===== src/rtl/hpt_pkg.sv =====
package hpt_pkg;
  typedef enum logic [2:0] {
    S_IDLE, S_READ0, S_READ1, S_CHECK, S_NEXT, S_WB, S_DONE
  } walk_state_t;

  localparam int PAGE_BITS = 12;
  localparam int VSID_W    = 24;
  localparam int PGIDX_W   = 16;
  localparam int API_W     = 6;
  // entry word bit positions
  localparam int PTE_VALID = 31;
  localparam int PTE_SEC   = 6;
  localparam int PTE_REF   = 8;
  localparam int PTE_CHG   = 7;
  // segment register bit positions
  localparam int SEG_KSUP  = 30;
  localparam int SEG_KUSR  = 29;
  localparam int SEG_NOEX  = 28;

  // compare tag laid out as the first word without valid and secondary bits
  function automatic logic [31:0] make_tag(input logic [VSID_W-1:0] vsid,
                                           input logic [API_W-1:0] api);
    return {1'b0, vsid, 1'b0, api};
  endfunction

  // rights {r,w,x} from key, protection code and no-execute
  function automatic logic [2:0] rights(input logic key, input logic [1:0] pp,
                                        input logic noex);
    logic r, w;
    if (!key) begin
      r = 1'b1;
      w = (pp != 2'd3);
    end else begin
      r = (pp != 2'd0);
      w = (pp == 2'd2);
    end
    return {r, w, ~noex};
  endfunction
endpackage


===== src/rtl/hpt_hash.sv =====
module hpt_hash
  import hpt_pkg::*;
#(
  parameter int AW          = 32,
  parameter int GROUP_SHIFT = 6
) (
  input  logic [VSID_W-1:0]  vsid,
  input  logic [PGIDX_W-1:0] pgidx,
  input  logic               secondary,
  input  logic [AW-1:0]      base,
  input  logic [AW-1:0]      mask,
  output logic [AW-1:0]      grp_addr,
  output logic [31:0]        tag
);
  logic [AW-1:0] hash, sel;

  always_comb begin
    hash     = AW'(vsid) ^ AW'(pgidx);
    sel      = secondary ? ~hash : hash;
    grp_addr = base + ((sel << GROUP_SHIFT) & mask);
    tag      = make_tag(vsid, pgidx[PGIDX_W-1 -: API_W]);
  end
endmodule


===== src/rtl/hpt_match.sv =====
module hpt_match
  import hpt_pkg::*;
(
  input  logic [31:0] word0,
  input  logic [31:0] tag,
  input  logic        pass,
  output logic        hit
);
  logic [31:0] stripped;

  always_comb begin
    stripped = word0;
    stripped[PTE_VALID] = 1'b0;
    stripped[PTE_SEC]   = 1'b0;
    hit = word0[PTE_VALID] && (word0[PTE_SEC] == pass) && (stripped == tag);
  end
endmodule


===== src/rtl/hpt_prot.sv =====
module hpt_prot
  import hpt_pkg::*;
(
  input  logic [31:0] word1,
  input  logic        user,
  input  logic        key_usr,
  input  logic        key_sup,
  input  logic        noex,
  input  logic        is_write,
  output logic [2:0]  perm,
  output logic [31:0] new_word1,
  output logic        wb_need
);
  always_comb begin
    perm = rights(user ? key_usr : key_sup, word1[1:0], noex);
    if (!is_write) perm[1] = 1'b0;
    new_word1 = word1;
    new_word1[PTE_REF] = 1'b1;
    if (is_write) new_word1[PTE_CHG] = 1'b1;
    wb_need = (new_word1 != word1);
  end
endmodule


===== src/rtl/hpt_walker.sv =====
module hpt_walker
  import hpt_pkg::*;
#(
  parameter int AW          = 32,
  parameter int ENTRIES     = 8,
  parameter int ENTRY_BYTES = 8
) (
  input  logic          clk,
  input  logic          rst_n,
  input  logic          req_valid,
  input  logic [31:0]   req_sr,
  input  logic [31:0]   req_ea,
  input  logic          req_user,
  input  logic          req_write,
  input  logic [AW-1:0] tbl_base,
  input  logic [AW-1:0] tbl_mask,
  output logic          busy,
  output logic          done,
  output logic          found,
  output logic [31:0]   real_addr,
  output logic [2:0]    perm,
  output logic [AW-1:0] entry_addr,
  output logic          mem_req,
  output logic          mem_we,
  output logic [AW-1:0] mem_addr,
  output logic [31:0]   mem_wdata,
  input  logic [31:0]   mem_rdata,
  input  logic          mem_ack
);
  localparam int GROUP_SHIFT = $clog2(ENTRIES * ENTRY_BYTES);
  localparam int ENTRY_SHIFT = $clog2(ENTRY_BYTES);
  localparam int IDX_W       = $clog2(ENTRIES);
  localparam logic [AW-1:0] WORD1_OFF = AW'(ENTRY_BYTES / 2);

  walk_state_t        state;
  logic [VSID_W-1:0]  vsid_q;
  logic               ksup_q, kusr_q, noex_q, user_q, wr_q, pass_q;
  logic [27:0]        ea_q;
  logic [IDX_W-1:0]   idx_q;
  logic [31:0]        w0_q, w1_q;

  logic               found_q;
  logic [31:0]        raddr_q;
  logic [2:0]         perm_q;
  logic [AW-1:0]      entry_q;

  // named internal events
  logic [AW-1:0]      grp_addr_w, slot_addr_w;
  logic [31:0]        tag_w, new_w1_w;
  logic [2:0]         perm_w;
  logic               hit_w, wb_need_w, last_slot_w;
  logic               unused_bits;

  assign unused_bits = ^{req_sr[31], req_sr[27:24], req_ea[31:28]};

  hpt_hash #(.AW(AW), .GROUP_SHIFT(GROUP_SHIFT)) u_hash (
    .vsid(vsid_q), .pgidx(ea_q[27:PAGE_BITS]), .secondary(pass_q),
    .base(tbl_base), .mask(tbl_mask), .grp_addr(grp_addr_w), .tag(tag_w)
  );

  hpt_match u_match (.word0(w0_q), .tag(tag_w), .pass(pass_q), .hit(hit_w));

  hpt_prot u_prot (
    .word1(w1_q), .user(user_q), .key_usr(kusr_q), .key_sup(ksup_q),
    .noex(noex_q), .is_write(wr_q), .perm(perm_w), .new_word1(new_w1_w),
    .wb_need(wb_need_w)
  );

  assign slot_addr_w = grp_addr_w + (AW'(idx_q) << ENTRY_SHIFT);
  assign last_slot_w = (idx_q == IDX_W'(ENTRIES - 1));

  assign busy      = (state != S_IDLE);
  assign done      = (state == S_DONE);
  assign mem_req   = (state == S_READ0) || (state == S_READ1) || (state == S_WB);
  assign mem_we    = (state == S_WB);
  assign mem_addr  = (state == S_READ0) ? slot_addr_w : slot_addr_w + WORD1_OFF;
  assign mem_wdata = new_w1_w;

  assign found      = found_q;
  assign real_addr  = raddr_q;
  assign perm       = perm_q;
  assign entry_addr = entry_q;

  always_ff @(posedge clk or negedge rst_n) begin
    if (!rst_n) begin
      state   <= S_IDLE;
      vsid_q  <= '0;
      ksup_q  <= 1'b0;
      kusr_q  <= 1'b0;
      noex_q  <= 1'b0;
      user_q  <= 1'b0;
      wr_q    <= 1'b0;
      pass_q  <= 1'b0;
      ea_q    <= '0;
      idx_q   <= '0;
      w0_q    <= '0;
      w1_q    <= '0;
      found_q <= 1'b0;
      raddr_q <= '0;
      perm_q  <= '0;
      entry_q <= '0;
    end else begin
      case (state)
        S_IDLE: if (req_valid) begin
          vsid_q <= req_sr[VSID_W-1:0];
          ksup_q <= req_sr[SEG_KSUP];
          kusr_q <= req_sr[SEG_KUSR];
          noex_q <= req_sr[SEG_NOEX];
          ea_q   <= req_ea[27:0];
          user_q <= req_user;
          wr_q   <= req_write;
          pass_q <= 1'b0;
          idx_q  <= '0;
          state  <= S_READ0;
        end
        S_READ0: if (mem_ack) begin
          w0_q  <= mem_rdata;
          state <= S_READ1;
        end
        S_READ1: if (mem_ack) begin
          w1_q  <= mem_rdata;
          state <= S_CHECK;
        end
        S_CHECK: begin
          if (hit_w) begin
            found_q <= 1'b1;
            raddr_q <= {w1_q[31:PAGE_BITS], ea_q[PAGE_BITS-1:0]};
            perm_q  <= perm_w;
            entry_q <= slot_addr_w;
            state   <= wb_need_w ? S_WB : S_DONE;
          end else begin
            state <= S_NEXT;
          end
        end
        S_NEXT: begin
          if (!last_slot_w) begin
            idx_q <= idx_q + 1'b1;
            state <= S_READ0;
          end else if (!pass_q) begin
            pass_q <= 1'b1;
            idx_q  <= '0;
            state  <= S_READ0;
          end else begin
            found_q <= 1'b0;
            raddr_q <= '0;
            perm_q  <= '0;
            entry_q <= '0;
            state   <= S_DONE;
          end
        end
        S_WB:   if (mem_ack) state <= S_DONE;
        S_DONE: state <= S_IDLE;
        default: state <= S_IDLE;
      endcase
    end
  end
endmodule


===== config.mk =====
export PLATFORM = sky130hd
export DESIGN_NAME = hpt_walker
export DESIGN_NICKNAME = d
export VERILOG_FILES = /design/src/rtl/hpt_pkg.sv /design/src/rtl/hpt_hash.sv /design/src/rtl/hpt_match.sv /design/src/rtl/hpt_prot.sv /design/src/rtl/hpt_walker.sv
export SDC_FILE = /design/constraint.sdc
export NUM_CORES = 1
export LEC_CHECK = 0
export ABC_AREA = 1
export BUFFER_PORTS_ARGS = -buffer_cell sky130_fd_sc_hd__buf_2
export CAP_MARGIN = 10
export CORE_MARGIN = 1
export CORE_UTILIZATION = 30
export CTS_BUF_LIST = sky130_fd_sc_hd__clkbuf_2 sky130_fd_sc_hd__clkbuf_4 sky130_fd_sc_hd__clkbuf_8
export DETAILED_ROUTE_END_ITERATION = 8
export SYNTH_ARGS = -nofsm -noshare
export SYNTH_HDL_FRONTEND = slang
export SYNTH_SLANG_ARGS = --single-unit

===== constraint.sdc =====
create_clock -name clk -period 4.5 [get_ports clk]
set_clock_uncertainty 0.15 [all_clocks]
set_input_delay 0.9 -clock clk [delete_from_list [all_inputs] [get_ports clk]]
set_output_delay 0.9 -clock clk [all_outputs]
set_load 0.01 [all_outputs]

Yosys cells after proc, flatten, opt, wreduce, memory -nomap -nowiden
Index checks and enable logic that the tools add are counted.

operators by class
  $add $sub $neg = 4
  equality and inequality tests = 20
  mux-type cells = 37
  bitwise operators = 4
  reduce and logical (&&, ||, !) cells = 16

operators by type and width
  cell                                                  number
  2-to-1 mux 32 bit                                     5
  case mux 32 bit (2 select lines)                      2
  2-to-1 mux 3 bit                                      12
  adder 32 x 3 -> 32 bit (second input constant)        1
  adder 32 bit                                          1
  adder 32 x 6 -> 32 bit                                1
  AND 32 bit                                            1
  equality test 30 bit                                  1
  2-to-1 mux 26 bit                                     1
  NOT 26 bit                                            1
  bitwise XOR 24 x 16 -> 24 bit                         1
  case mux 3 bit (6 select lines)                       1
  != test 2 bit (second input constant)                 7
  equality test 3 bit (second input constant)           4
  case mux 3 bit (2 select lines)                       2
  2-to-1 mux 1 bit                                      10
  AND reduction 4 bit                                   2
  equality test 3 x 2 -> 1 bit (second input constant)  2
  AND reduction 2 bit                                   3
  AND reduction 3 bit                                   2
  nonzero test 2 bit                                    3
  2-to-1 mux 2 bit                                      2
  case mux 1 bit (2 select lines)                       2
  adder 3 x 1 -> 3 bit (second input constant)          1
  11 further kinds                                      13

word-level totals
  register bits = 196
  input port bits = 166
  output and inout bits = 136
  word-level logic and storage cells = 97

Longest topological paths before layout
Gate-level depths: netlist of the first run.

  word-level depth = 8
  gate-level depth with buffers = 23
  gate-level depth less buffers = 22

Modules after synthesis
From an unflattened synthesis of the first run, not the netlist that was laid out.

unflattened totals
  cells, all modules = 1853
  area, all modules = 13256.5 um^2

by module, submodules not included
  module      instances  cells each  area each (um^2)  seq. area each (um^2)
  hpt_walker  1          1142        9594.2            4904.7
  hpt_hash    1          488         2690.1            0.0
  hpt_match   1          177         669.4             0.0
  hpt_prot    1          46          302.8             0.0

Worst setup path after synthesis of the first run
Ideal clock, no wire load.

  kind = input-to-output
  start point = in tbl_base[3]
  end point = out mem_addr[28]
  arrival time = 2.944 ns
  data required time = 3.450 ns
  path slack = 0.506 ns
  stages = 18
  path buffers = 0
  path through = ha_1 -> inv_1 -> fa_1 -> inv_1 -> nand2_1 -> nand2_1 -> nand3_1 -> nand2_1 -> nand2_2 -> nor2_4 -> nand2_1 -> nor2_2 -> nand2_2 -> nor2_4 -> nand2_2 -> nor2_4 -> nand2_1 -> xor2_1

on the way
  word-level cells in the longest chain between the ends = 4

RTL lines
  what                      RTL line          RTL
  start: declaration        hpt_walker.sv:15  input logic [AW-1:0] tbl_base,
  adder 32 bit *            hpt_hash.sv:20    grp_addr = base + ((sel << GROUP_SHIFT) & mask);
  adder 32 x 6 -> 32 bit *  hpt_walker.sv:69  assign slot_addr_w = grp_addr_w + (AW'(idx_q) << ENTRY_SHIFT);
  adder 32 x 3 -> 32 bit    hpt_walker.sv:76  assign mem_addr = (state == S_READ0) ? slot_addr_w : slot_addr_w + WORD1_OFF;
  2-to-1 mux 32 bit *       hpt_walker.sv:76
  end: declaration          hpt_walker.sv:25  output logic [AW-1:0] mem_addr,

Mark *: on every way between the ends. The rest lies on a longest branch, timed or not.

Worst setup path after layout of the first run
  start point = reg pass_q
  end point = out mem_addr[31]

on the way
  word-level cells in the longest chain between the ends = 6

RTL lines
  what                      RTL line           RTL
  start: declaration        hpt_walker.sv:37   logic ksup_q, kusr_q, noex_q, user_q, wr_q, pass_q;
  start signal: assignment  hpt_walker.sv:93   pass_q <= 1'b0;
  start signal: assignment  hpt_walker.sv:112  pass_q <= 1'b0;
  start signal: assignment  hpt_walker.sv:140  pass_q <= 1'b1;
  2-to-1 mux 26 bit *       hpt_hash.sv:19     sel = secondary ? ~hash : hash;
  AND 32 bit *              hpt_hash.sv:20
  adder 32 bit *            hpt_hash.sv:20
  adder 32 x 6 -> 32 bit *  hpt_walker.sv:69
  adder 32 x 3 -> 32 bit    hpt_walker.sv:76
  2-to-1 mux 32 bit *       hpt_walker.sv:76

Marked as above.

==> results of run 1 <==
power by group through the flow:
stage	Clock, uW	Combinational [uW]	Sequential, uW
2_1_floorplan	0	3430	2650
3_3_place_gp	0	4880	2840
3_5_place_dp	0	4930	2860
4_1_cts	1220	5670	2830
5_1_grt	1280	7270	2930
6_report	1170	6650	2850
cell type report:
cell class	instances	area, um^2
fill	4127	23400
multi-input combinational	1109	7350
sequential	196	4910
timing repair buffer	364	2150
inverter	232	890
tap	525	657
clock buffer	18	248
clock inverter	14	141
antenna	2	5.00
per-stage QoR:
step | util [%] | power, uW | setup slack (ns) | hold WS, ns
2_1_floorplan | - | 6080 | 0.506 | 0.284
3_3_place_gp | 35.2 | 7720 | -0.00703 | 0.293
3_5_place_dp | 35.2 | 7790 | 0.0307 | 0.311
4_1_cts | 38.4 | 9730 | -0.131 | 0.184
5_1_grt | 41.2 | 11500 | -0.268 | 0.179
6_report | 41.2 | 10700 | -0.0506 | 0.180
placed cells by master (no fill, tap or decap), types with 13 or more instances in the layout:
cell type  synthesis  final
nand2_1          452    361
buf_2              2    277
inv_1            219    199
dfrtp_1          196    192
nand3_1          126    109
o21ai_0          108    106
nand2_2           26     77
buf_4             37     71
nor2_1           113     66
nor2_4             5     45
nand2_4            2     42
mux2_2            40     40
a21oi_1           41     31
inv_2             10     26
xor2_1            43     24
nand4_1           23     23
nor2_2            15     22
nand3_2            8     19
clkbuf_8           0     19
ha_4               0     18
xor2_2             2     14
xnor2_1           24     13
registers in the layout, indices dropped and copies added, names as in the netlist, 3 cells and up:
signal,cells
ea_q,28
entry_addr,32
idx_q,3
perm,3
real_addr,32
state,3
vsid_q,24
w0_q,32
w1_q,32
path summary, 6_finish.rpt:
| kind | from | endpoint | slack (ns) | cells past startpoint |
|---|---|---|---|---|
| min in group clk | noex_q | perm[0] | 0.33 | 1 |
| hold / removal | rst_n | entry_addr[11] | 0.18 | 1 |
| setup / recovery | pass_q | mem_addr[31] | -0.05 | 22 |
| max in group asynchronous | rst_n | w1_q[29] | 3.02 | 2 |
| hold reg to reg | noex_q | perm[0] | 0.33 | 1 |
| setup reg to reg | pass_q | real_addr[3] | 1.47 | 13 |
per-layer routing:
layer	track usage [%]	vias up
li1	-	5646
met1	24.4	5370
met2	35.1	310
met3	4.80	63
met4	7.38	2
met5	0	-
critical path, stage by stage, from the launching register on:
cell     delay [ns]
dfrtp_2        0.50
buf_12         0.15
buf_16         0.15
xor2_2         0.19
nor2_2         0.07
ha_4           0.32
nand2_4        0.08
nor2_4         0.15
inv_2          0.07
nor2_4         0.13
nand2_4        0.07
nand2_4        0.10
nand2_4        0.05
nand2_4        0.11
inv_4          0.05
nor2_4         0.17
nand2_4        0.10
nor2_4         0.15
nand2_1        0.07
nand2_1        0.05
nand2_1        0.05
inv_2          0.07
buf_6          0.10
cell families (layout without fill, tap and decap cells):
group	count (synthesis)	in the layout	synth area share [%]
flip-flops	196	196	40.6
XOR/XNOR	69	69	5.13
other	1	3	0.0311
multiplexers	40	40	3.73
adder cells (fa/ha/maj)	32	32	3.38
AO/OA/AOI/OAI	157	157	6.69
AND/OR/NAND/NOR	810	810	29.5
buffers and inverters	311	628	10.9
what timing repair did:
action	CTS	global route
endpoints found under the hold margin	0	0
buffers inserted	26	23
resized for setup	149	223
pin swaps	49	97
gates cloned	2	0
endpoints found under the setup margin	19	21
==> out/metrics.cfg, run 1 <==
[status]
outcome=complete, but fails checks
violations=negative setup slack

[pwr]
clkPwrFrac_pct=10.9
pwr-share-seq_pct=26.7
leakage_uw=0.00848
powerDensity_nw_per_um2=652
internal_power_uw=5420
p_comb_share_pct=62.4
vdd_drop_max_uv=280
power.switching_uw=5250
power.share.switching_pct=49.2

[timing]
final.setup.tns_ns=-0.178
slew_headroom_pct=31.4
period_needed_ns=4.55
tightest_slew_ns=1.03
slew_viol_final=0
fin_ws_ns=-0.0506
max_freq_mhz=220
setup_viol=8
rsz0062_at_grt=true
period_share_pct=101
final_hold_viol_count=0

[logic_synthesis]
yosysWarnings=0
async_flop_share_pct=100
synth_area_um2=12100
synth_fp_nets=1814
avgSynthCellArea_um2=7.47
synth_cells=1616
synthFlopType=dfrtp_1
seq_area_frac_synth_pct=40.6
ys_top_cells_by_count=452 x nand2_1, 219 x inv_1, 196 x dfrtp_1
yosysTopAreaCellShare_pct=40.6
ys_types=42
ys_ff_latch=196
synth_edf_count=0
synth_area_leaders=dfrtp_1 41%, nand2_1 14%, inv_1 6.8%, nand3_1 5.2%, o21ai_0 4.5%
synth_most_common_cell=nand2_1
netlist.top_cell.by_area=dfrtp_1

[routing]
ant_nets=0
routed_wl_mm=41.6
drt-met1-wl_mm=17.4
wl_per_cell_um=16.9
drtIter0Drc=652
wl_met3_mm=2.25
highest_layer=met5
drc=0
dr.pass1.iters=7
routed_via_density=4.63
met2_length_mm=20.6
via_count=11400

[cells_and_area]
drive_above_1_share_pct=39.2
fin_cells=2460
layout.nets=2118
final_area_um2=16400
syn2layout_area_growth_pct=35.5

[grt]
grt_usage_pct=20.3
first_global_vias=11200
grt_pass1_wl_mm=62.9
grt_max_degree=102
overflow=0
antenna_found_initial=3

[die]
rows=73
die_h_um=203
die_area_um2=41000
start_util_pct=30.4
die_w_um=203
io_pins=302
core_area_um2=39700

[flow_run]
max_cap_violations=0

[critical_path]
crit_path_start_kind=register
critical_path_required_ns=3.45
critPathKind=reg2out
endpoint_kind=primary output
path_max_fanout=12
arrival_ns=3.50

[clock_network]
numCtsBuffers=17
clk_latency_ns=0.52
ctsHoldBuffers=0
htree_levels=4
cts_buffer_depth=2
clk_pin_slew_worst_paths_ns=0.14
cts_tree=done
clock_sinks=196
cts-root-buf=clkbuf_8

[placed_design]
placed_area_um2=14000
gp_congestion=0.929
port_buffers=285
dpl.hpwl_mm=32.4
dp_cells=2377

[hold_path]
hp-class=in2async

No activity file was read; power rests on OpenSTA's default activity.
==> inputs of run 2 (changes only) <==
--- a/config.mk
+++ b/config.mk
@@ -8,10 +8,12 @@
 export ABC_AREA = 1
 export BUFFER_PORTS_ARGS = -buffer_cell sky130_fd_sc_hd__buf_2
 export CAP_MARGIN = 10
+export CORE_ASPECT_RATIO = 0.7
 export CORE_MARGIN = 1
 export CORE_UTILIZATION = 30
 export CTS_BUF_LIST = sky130_fd_sc_hd__clkbuf_2 sky130_fd_sc_hd__clkbuf_4 sky130_fd_sc_hd__clkbuf_8
 export DETAILED_ROUTE_END_ITERATION = 8
+export SLEW_MARGIN = 20
 export SYNTH_ARGS = -nofsm -noshare
 export SYNTH_HDL_FRONTEND = slang
 export SYNTH_SLANG_ARGS = --single-unit
==> run 2 against run 1 <==
Effect of this change:
- the flow still finishes with violations (negative setup slack)
- combinational power up 2%
- cell count up 1.1%
- worst setup slack better by 0.029 ns
- utilization up 0.68 points
- clock power down 3%
- fmax up 0.64%
- highest routed layer unchanged
- clock-buffer cell count unchanged
- power up 0.57%
- die area about the same
- global-route usage down 0.38 points
- wire length up 0.23%
- sequential share of layout area down 0.44 points
- largest power group unchanged
==> out/metrics.cfg, run 2 (synthesis results as in run 1) <==
[cells_and_area]
fin_util_pct=41.8  ; +0.68 points
drive_above_1_share_pct=40.8  ; +1.6 points
syn2layout_area_growth_pct=37.6
final_cell_mix=339 x nand2_1, 283 x buf_2, 209 x inv_1
layout.nets=2134  ; +0.76%
final_area_um2=16600  ; +1.5%
fin_cells=2486  ; +1.1%
layout_commonest_cell=nand2_1

[timing]
tightest_slew_ns=1.03  ; +0.00454 ns
max_freq_mhz=221  ; +0.64%
period_share_pct=100  ; -0.65 points
fin_ws_ns=-0.0215  ; +0.0291 ns
slew_viol_final=0  ; unchanged
period_needed_ns=4.52  ; -0.0291 ns
final_hold_viol_count=0  ; unchanged
slew_headroom_pct=30.9  ; -0.55 points
rsz0062_at_grt=true
final.setup.tns_ns=-0.0215  ; +0.156 ns
setup_viol=1  ; -7

[clock_network]
clock_sinks=196  ; unchanged
clk_latency_ns=0.51  ; about the same
clk_pin_slew_worst_paths_ns=0.13  ; about the same
htree_levels=4  ; unchanged
cts_tree=done
numCtsBuffers=17  ; unchanged
ctsHoldBuffers=0  ; unchanged
cts-root-buf=clkbuf_8
cts_buffer_depth=2  ; unchanged

[die]
rows=61  ; -16%
die_h_um=170  ; -16%
core_area_um2=39700  ; -0.11%
start_util_pct=30.4  ; +0.034 points
die_area_um2=41000  ; about the same
io_pins=302  ; unchanged
die_w_um=242  ; +19%

[routing]
wl_per_cell_um=16.8  ; -0.81%
ant_nets=0  ; unchanged
routed_wl_mm=41.7  ; +0.23%
drc=0  ; unchanged
routed_via_density=4.60  ; -0.59%
drtIter0Drc=645  ; -1.1%
dr.pass1.iters=5  ; -2
via_count=11400  ; +0.46%

[placed_design]
gp_congestion=0.917  ; -1.3%
dp_cells=2393  ; +0.67%
port_buffers=285  ; unchanged
placed_area_um2=14000  ; +0.41%
dp_slack_ns=0.0450  ; +0.0142 ns
dpl.hpwl_mm=31.9  ; -1.4%

[status]
outcome=complete, but fails checks
violations=negative setup slack

[grt]
grt_usage_pct=19.9  ; -0.38 points
grt_max_degree=103  ; +0.98%
antenna_found_initial=3  ; unchanged
grt_pass1_wl_mm=62.0  ; -1.4%
first_global_vias=10700  ; -4.1%
overflow=0  ; unchanged

[critical_path]
endpoint_kind=primary output
critical_path_required_ns=3.45  ; about the same
critPathKind=reg2out
r2r-start=pass_q
r2r_end=entry_addr[6]
ff2ff_setup_slack_ns=1.20  ; -0.27 ns
startpoint=pass_q
arrival_ns=3.47  ; -0.03 ns
path_max_fanout=5  ; -7
crit_path_start_kind=register
r2r_cells=13  ; unchanged

[pwr]
powerDensity_nw_per_um2=646  ; -0.95%
vdd_drop_max_uv=279  ; -0.15%
leakage_uw=0.00857  ; +1.1%

[flow_run]
max_cap_violations=0  ; unchanged

[hold_path]
hp-class=in2async

==> run 2: changes by cell type in the layout (fill, tap and decap cells not counted), sizes merged <==
cell / delta
clkinvlp: +2
clkinv: +1
buf: +16
inv: -3
==> run 2: per-stage QoR <==
step | hold WS [ns] | total power (uW)
after floorplan | 0.284 | 6080
after global placement | 0.290 | 7720
after detailed placement | 0.305 | 7790
after CTS | 0.319 | 10100
after global routing | 0.332 | 11500
final | 0.298 | 10700
==> run 2: metal layers <==
layer	routed length, um	global-route usage (%)
met5	26	0
met4	476	4.02
met2	19400	32.1
met3	1850	3.53
met1	19900	27.8
==> run 2: timing repair <==
action,CTS,global route
cloned,3,0
endpoints found under the setup margin,21,20
pin swaps,82,109
resized for setup,247,156
buffers inserted,37,20
==> run 2: layout make-up <==
| class | count | area, um^2 |
|---|---|---|
| fill | 4076 | 23100 |
| multi-input combinational | 1109 | 7500 |
| sequential | 196 | 4910 |
| timing repair buffer | 380 | 2270 |
| inverter | 232 | 890 |
| tap | 535 | 669 |
| clock buffer | 18 | 248 |
| clock inverter | 14 | 118 |
| antenna | 2 | 5.00 |
==> run 2: where the power goes <==
| group | internal (uW) | switching [uW] |
|---|---|---|
| Combinational | 2740 | 4040 |
| Sequential | 2310 | 508 |
| Clock | 413 | 716 |
==> run 2: worst max-delay path by stage <==
| stage | to | slack [ns] | depth (start not counted) |
|---|---|---|---|
| floorplan | mem_addr[28] | 0.51 | 18 |
| global placement | mem_addr[28] | 0.06 | 20 |
| detailed placement | mem_addr[28] | 0.04 | 20 |
| CTS | mem_addr[26] | -0.08 | 22 |
| global route | mem_addr[31] | -0.27 | 21 |
| finish | mem_addr[28] | -0.02 | 18 |
==> run 2: worst max-delay path, stage by stage, from the launching register on <==
cell and delay (ns):
dfrtp_2 0.45, buf_12 0.15, buf_16 0.14, xor2_2 0.15
nor2_2 0.14, ha_4 0.26, nand2_4 0.10, inv_1 0.06
a21oi_2 0.13, nand2_2 0.11, xor2_4 0.20, nor2_4 0.17
nand2_2 0.10, nor2_4 0.14, nand2_4 0.08, nor2_4 0.16
nand2_2 0.06, xor2_1 0.18, buf_2 0.16
==> inputs of run 3 (changes only) <==
--- a/config.mk
+++ b/config.mk
@@ -10,9 +10,11 @@
 export CAP_MARGIN = 10
 export CORE_ASPECT_RATIO = 0.7
 export CORE_MARGIN = 1
-export CORE_UTILIZATION = 30
+export CORE_UTILIZATION = 56
 export CTS_BUF_LIST = sky130_fd_sc_hd__clkbuf_2 sky130_fd_sc_hd__clkbuf_4 sky130_fd_sc_hd__clkbuf_8
 export DETAILED_ROUTE_END_ITERATION = 8
+export GPL_ROUTABILITY_DRIVEN = 0
+export PLACE_DENSITY = 0.83
 export SLEW_MARGIN = 20
 export SYNTH_ARGS = -nofsm -noshare
 export SYNTH_HDL_FRONTEND = slang
==> run 3 against run 2 <==
Effect of this change:
- fmax shrank 1.6%
- power shrank 4.8%
- first-iteration DRC count grew 91%
- hold slack gained 0.032 ns
- the flow still finishes with violations (negative setup slack)
- largest cell class unchanged
==> out/metrics.cfg, run 3 (synthesis results as in run 1) <==
[critical_path]
path_delay_family=simple AND/OR/NAND/NOR gates
crit_slowest_cell=dfrtp_2
crit_path_start_kind=register
cp-endpoint=mem_addr[31]
cpPeakStageDelay_ns=0.44  ; about the same
ff2ff_setup_slack_ns=1.31  ; +0.11 ns
r2r_cells=13  ; unchanged
cp_cell_sequence=buf_12, clkinvlp_4, buf_4, a21oi_1, ha_4, nand2_1, nor3_4, and2_4, nand3_1, nand3b_1, nand2_2, nor2_1, nand2_1, nor2_2, nand3_1, nand2_1, inv_2, buf_6
crit_top_cell=nand2_1
path_max_fanout=8  ; +3
critical_path_buf_inv_count=5  ; +1
startpoint=pass_q
critPathKind=reg2out
endpoint_kind=primary output
arrival_ns=3.54  ; +0.07 ns
r2r_end=entry_addr[3]
critical_path_required_ns=3.45  ; about the same
cp.depth=18  ; unchanged
r2r-start=pass_q

[timing]
period_share_pct=102  ; +1.6 points
slew_viol_final=0  ; unchanged
final_hold_viol_count=0  ; unchanged
slew_headroom_pct=31.6  ; +0.70 points
rsz0062_at_grt=true
fin_ws_ns=-0.0936  ; -0.0722 ns
max_freq_mhz=218  ; -1.6%
period_needed_ns=4.59  ; +0.0722 ns
setup_viol=13  ; +12
tightest_slew_ns=1.03  ; -0.00681 ns

[grt]
grt_usage_pct=32.6  ; +13 points
antenna_found_initial=2  ; -1
first_global_vias=11000  ; +2.5%
grt_max_degree=124  ; +20%
overflow=0  ; unchanged
grt_pass1_wl_mm=55.9  ; -9.8%

[clock_network]
cts-root-buf=clkbuf_8
clk_pin_slew_worst_paths_ns=0.13  ; about the same
htree_levels=4  ; unchanged
cts_buffer_depth=2  ; unchanged
clk_latency_ns=0.47  ; -0.04 ns
numCtsBuffers=17  ; unchanged
clock_sinks=196  ; unchanged
ctsHoldBuffers=0  ; unchanged
cts_tree=done

[cells_and_area]
fill_cells=1561  ; -62%
drive_above_1_share_pct=35.7  ; -5.1 points
layout.nets=2098  ; -1.7%
fin_util_pct=73.8  ; +32 points
syn2layout_area_growth_pct=27.9
layout_commonest_cell=nand2_1
final_cell_mix=381 x nand2_1, 281 x buf_2, 207 x inv_1
fin_cells=2190  ; -12%
final_area_um2=15400  ; -7.1%

[flow_run]
max_cap_violations=0  ; unchanged

[routing]
dr.pass1.iters=6  ; +1
ant_nets=0  ; unchanged
drc=0  ; unchanged
routed_via_density=5.47  ; +19%
routed_wl_mm=37.6  ; -9.7%
via_count=12000  ; +4.7%
wl_per_cell_um=17.2  ; +2.5%
drtIter0Drc=1229  ; +91%

[status]
violations=negative setup slack
outcome=complete, but fails checks

[die]
die_area_um2=22100  ; -46%
io_pins=302  ; unchanged
die_h_um=125  ; -26%
core_area_um2=20900  ; -47%
rows=44  ; -28%
start_util_pct=57.7  ; +27 points
die_w_um=177  ; -27%

[hold_path]
hp-class=reg2reg

[placed_design]
placed_area_um2=13500  ; -3.8%
port_buffers=285  ; unchanged
dpl.hpwl_mm=27.0  ; -16%
dp_slack_ns=0.0116  ; -0.0334 ns
dp_cells=2107  ; -12%

[pwr]
leakage_uw=0.00822  ; -4.1%
vdd_drop_max_uv=337  ; +21%
total_power_uw=10200  ; -4.8%
powerDensity_nw_per_um2=662  ; +2.5%

## run 3: worst reg2reg max path: stages, from the launching register on
cell and delay (ns):
dfrtp_2 0.47, buf_12 0.16, clkinvlp_4 0.13, buf_4 0.14, buf_4 0.14, o21ai_0 0.09, nor3_1 0.19, nand4_1 0.12
nor2_1 0.11, nand2_1 0.06, nor2_1 0.22, and2_2 0.81, nand2_1 0.24, nand2_1 0.12
## run 3: what timing repair did
action	CTS	global route
resized for setup	112	156
gates cloned	2	0
setup endpoints to repair	15	19
pin swaps	41	53
setup buffers	24	24
## run 3: how the worst min path moves through the flow
| stage | start | endpoint | slack [ns] | cells after the start |
|---|---|---|---|---|
| 5_1_grt | ea_q[6] | real_addr[6] | 0.36 | 2 |
| 3_5_place_dp | ea_q[0] | real_addr[0] | 0.31 | 2 |
| 6_report | ea_q[11] | real_addr[11] | 0.33 | 2 |
| 4_1_cts | ea_q[11] | real_addr[11] | 0.33 | 2 |
| 3_3_place_gp | noex_q | perm[0] | 0.29 | 1 |
| 2_1_floorplan | noex_q | perm[0] | 0.28 | 1 |
## run 3: final cells by class
type                    count  area [um^2]  area share, %
diodes                      1         2.50         0.0162
inverters                 232          880           5.70
multi-input cells        1109         6910           44.8
repair buffers            344         1970           12.7
well taps                 276          345           2.24
clock inverters            15          183           1.18
flip-flops and latches    196         4910           31.8
clock buffers              17          234           1.52
## run 3: power breakdown
group | internal [uW] | leakage, uW | switching, uW | total (uW)
Sequential | 2310 | 0.00232 | 486 | 2790
Combinational | 2420 | 0.00569 | 3820 | 6230
Clock | 431 | 0.000208 | 752 | 1180
## run 3: through the flow
step | hold WS [ns] | TNS [ns]
global placement | 0.289 | 0
floorplan | 0.284 | 0
global route | 0.361 | -2.71
CTS | 0.331 | -0.0963
finish | 0.330 | -0.579
detailed placement | 0.309 | 0
## run 3: layer usage
| metal | wire, um | track usage, % |
|---|---|---|
| met1 | 15500 | 45.6 |
| met2 | 16800 | 49.0 |
| met4 | 1200 | 10.1 |
| met5 | 14 | 0 |
| met3 | 4100 | 8.64 |
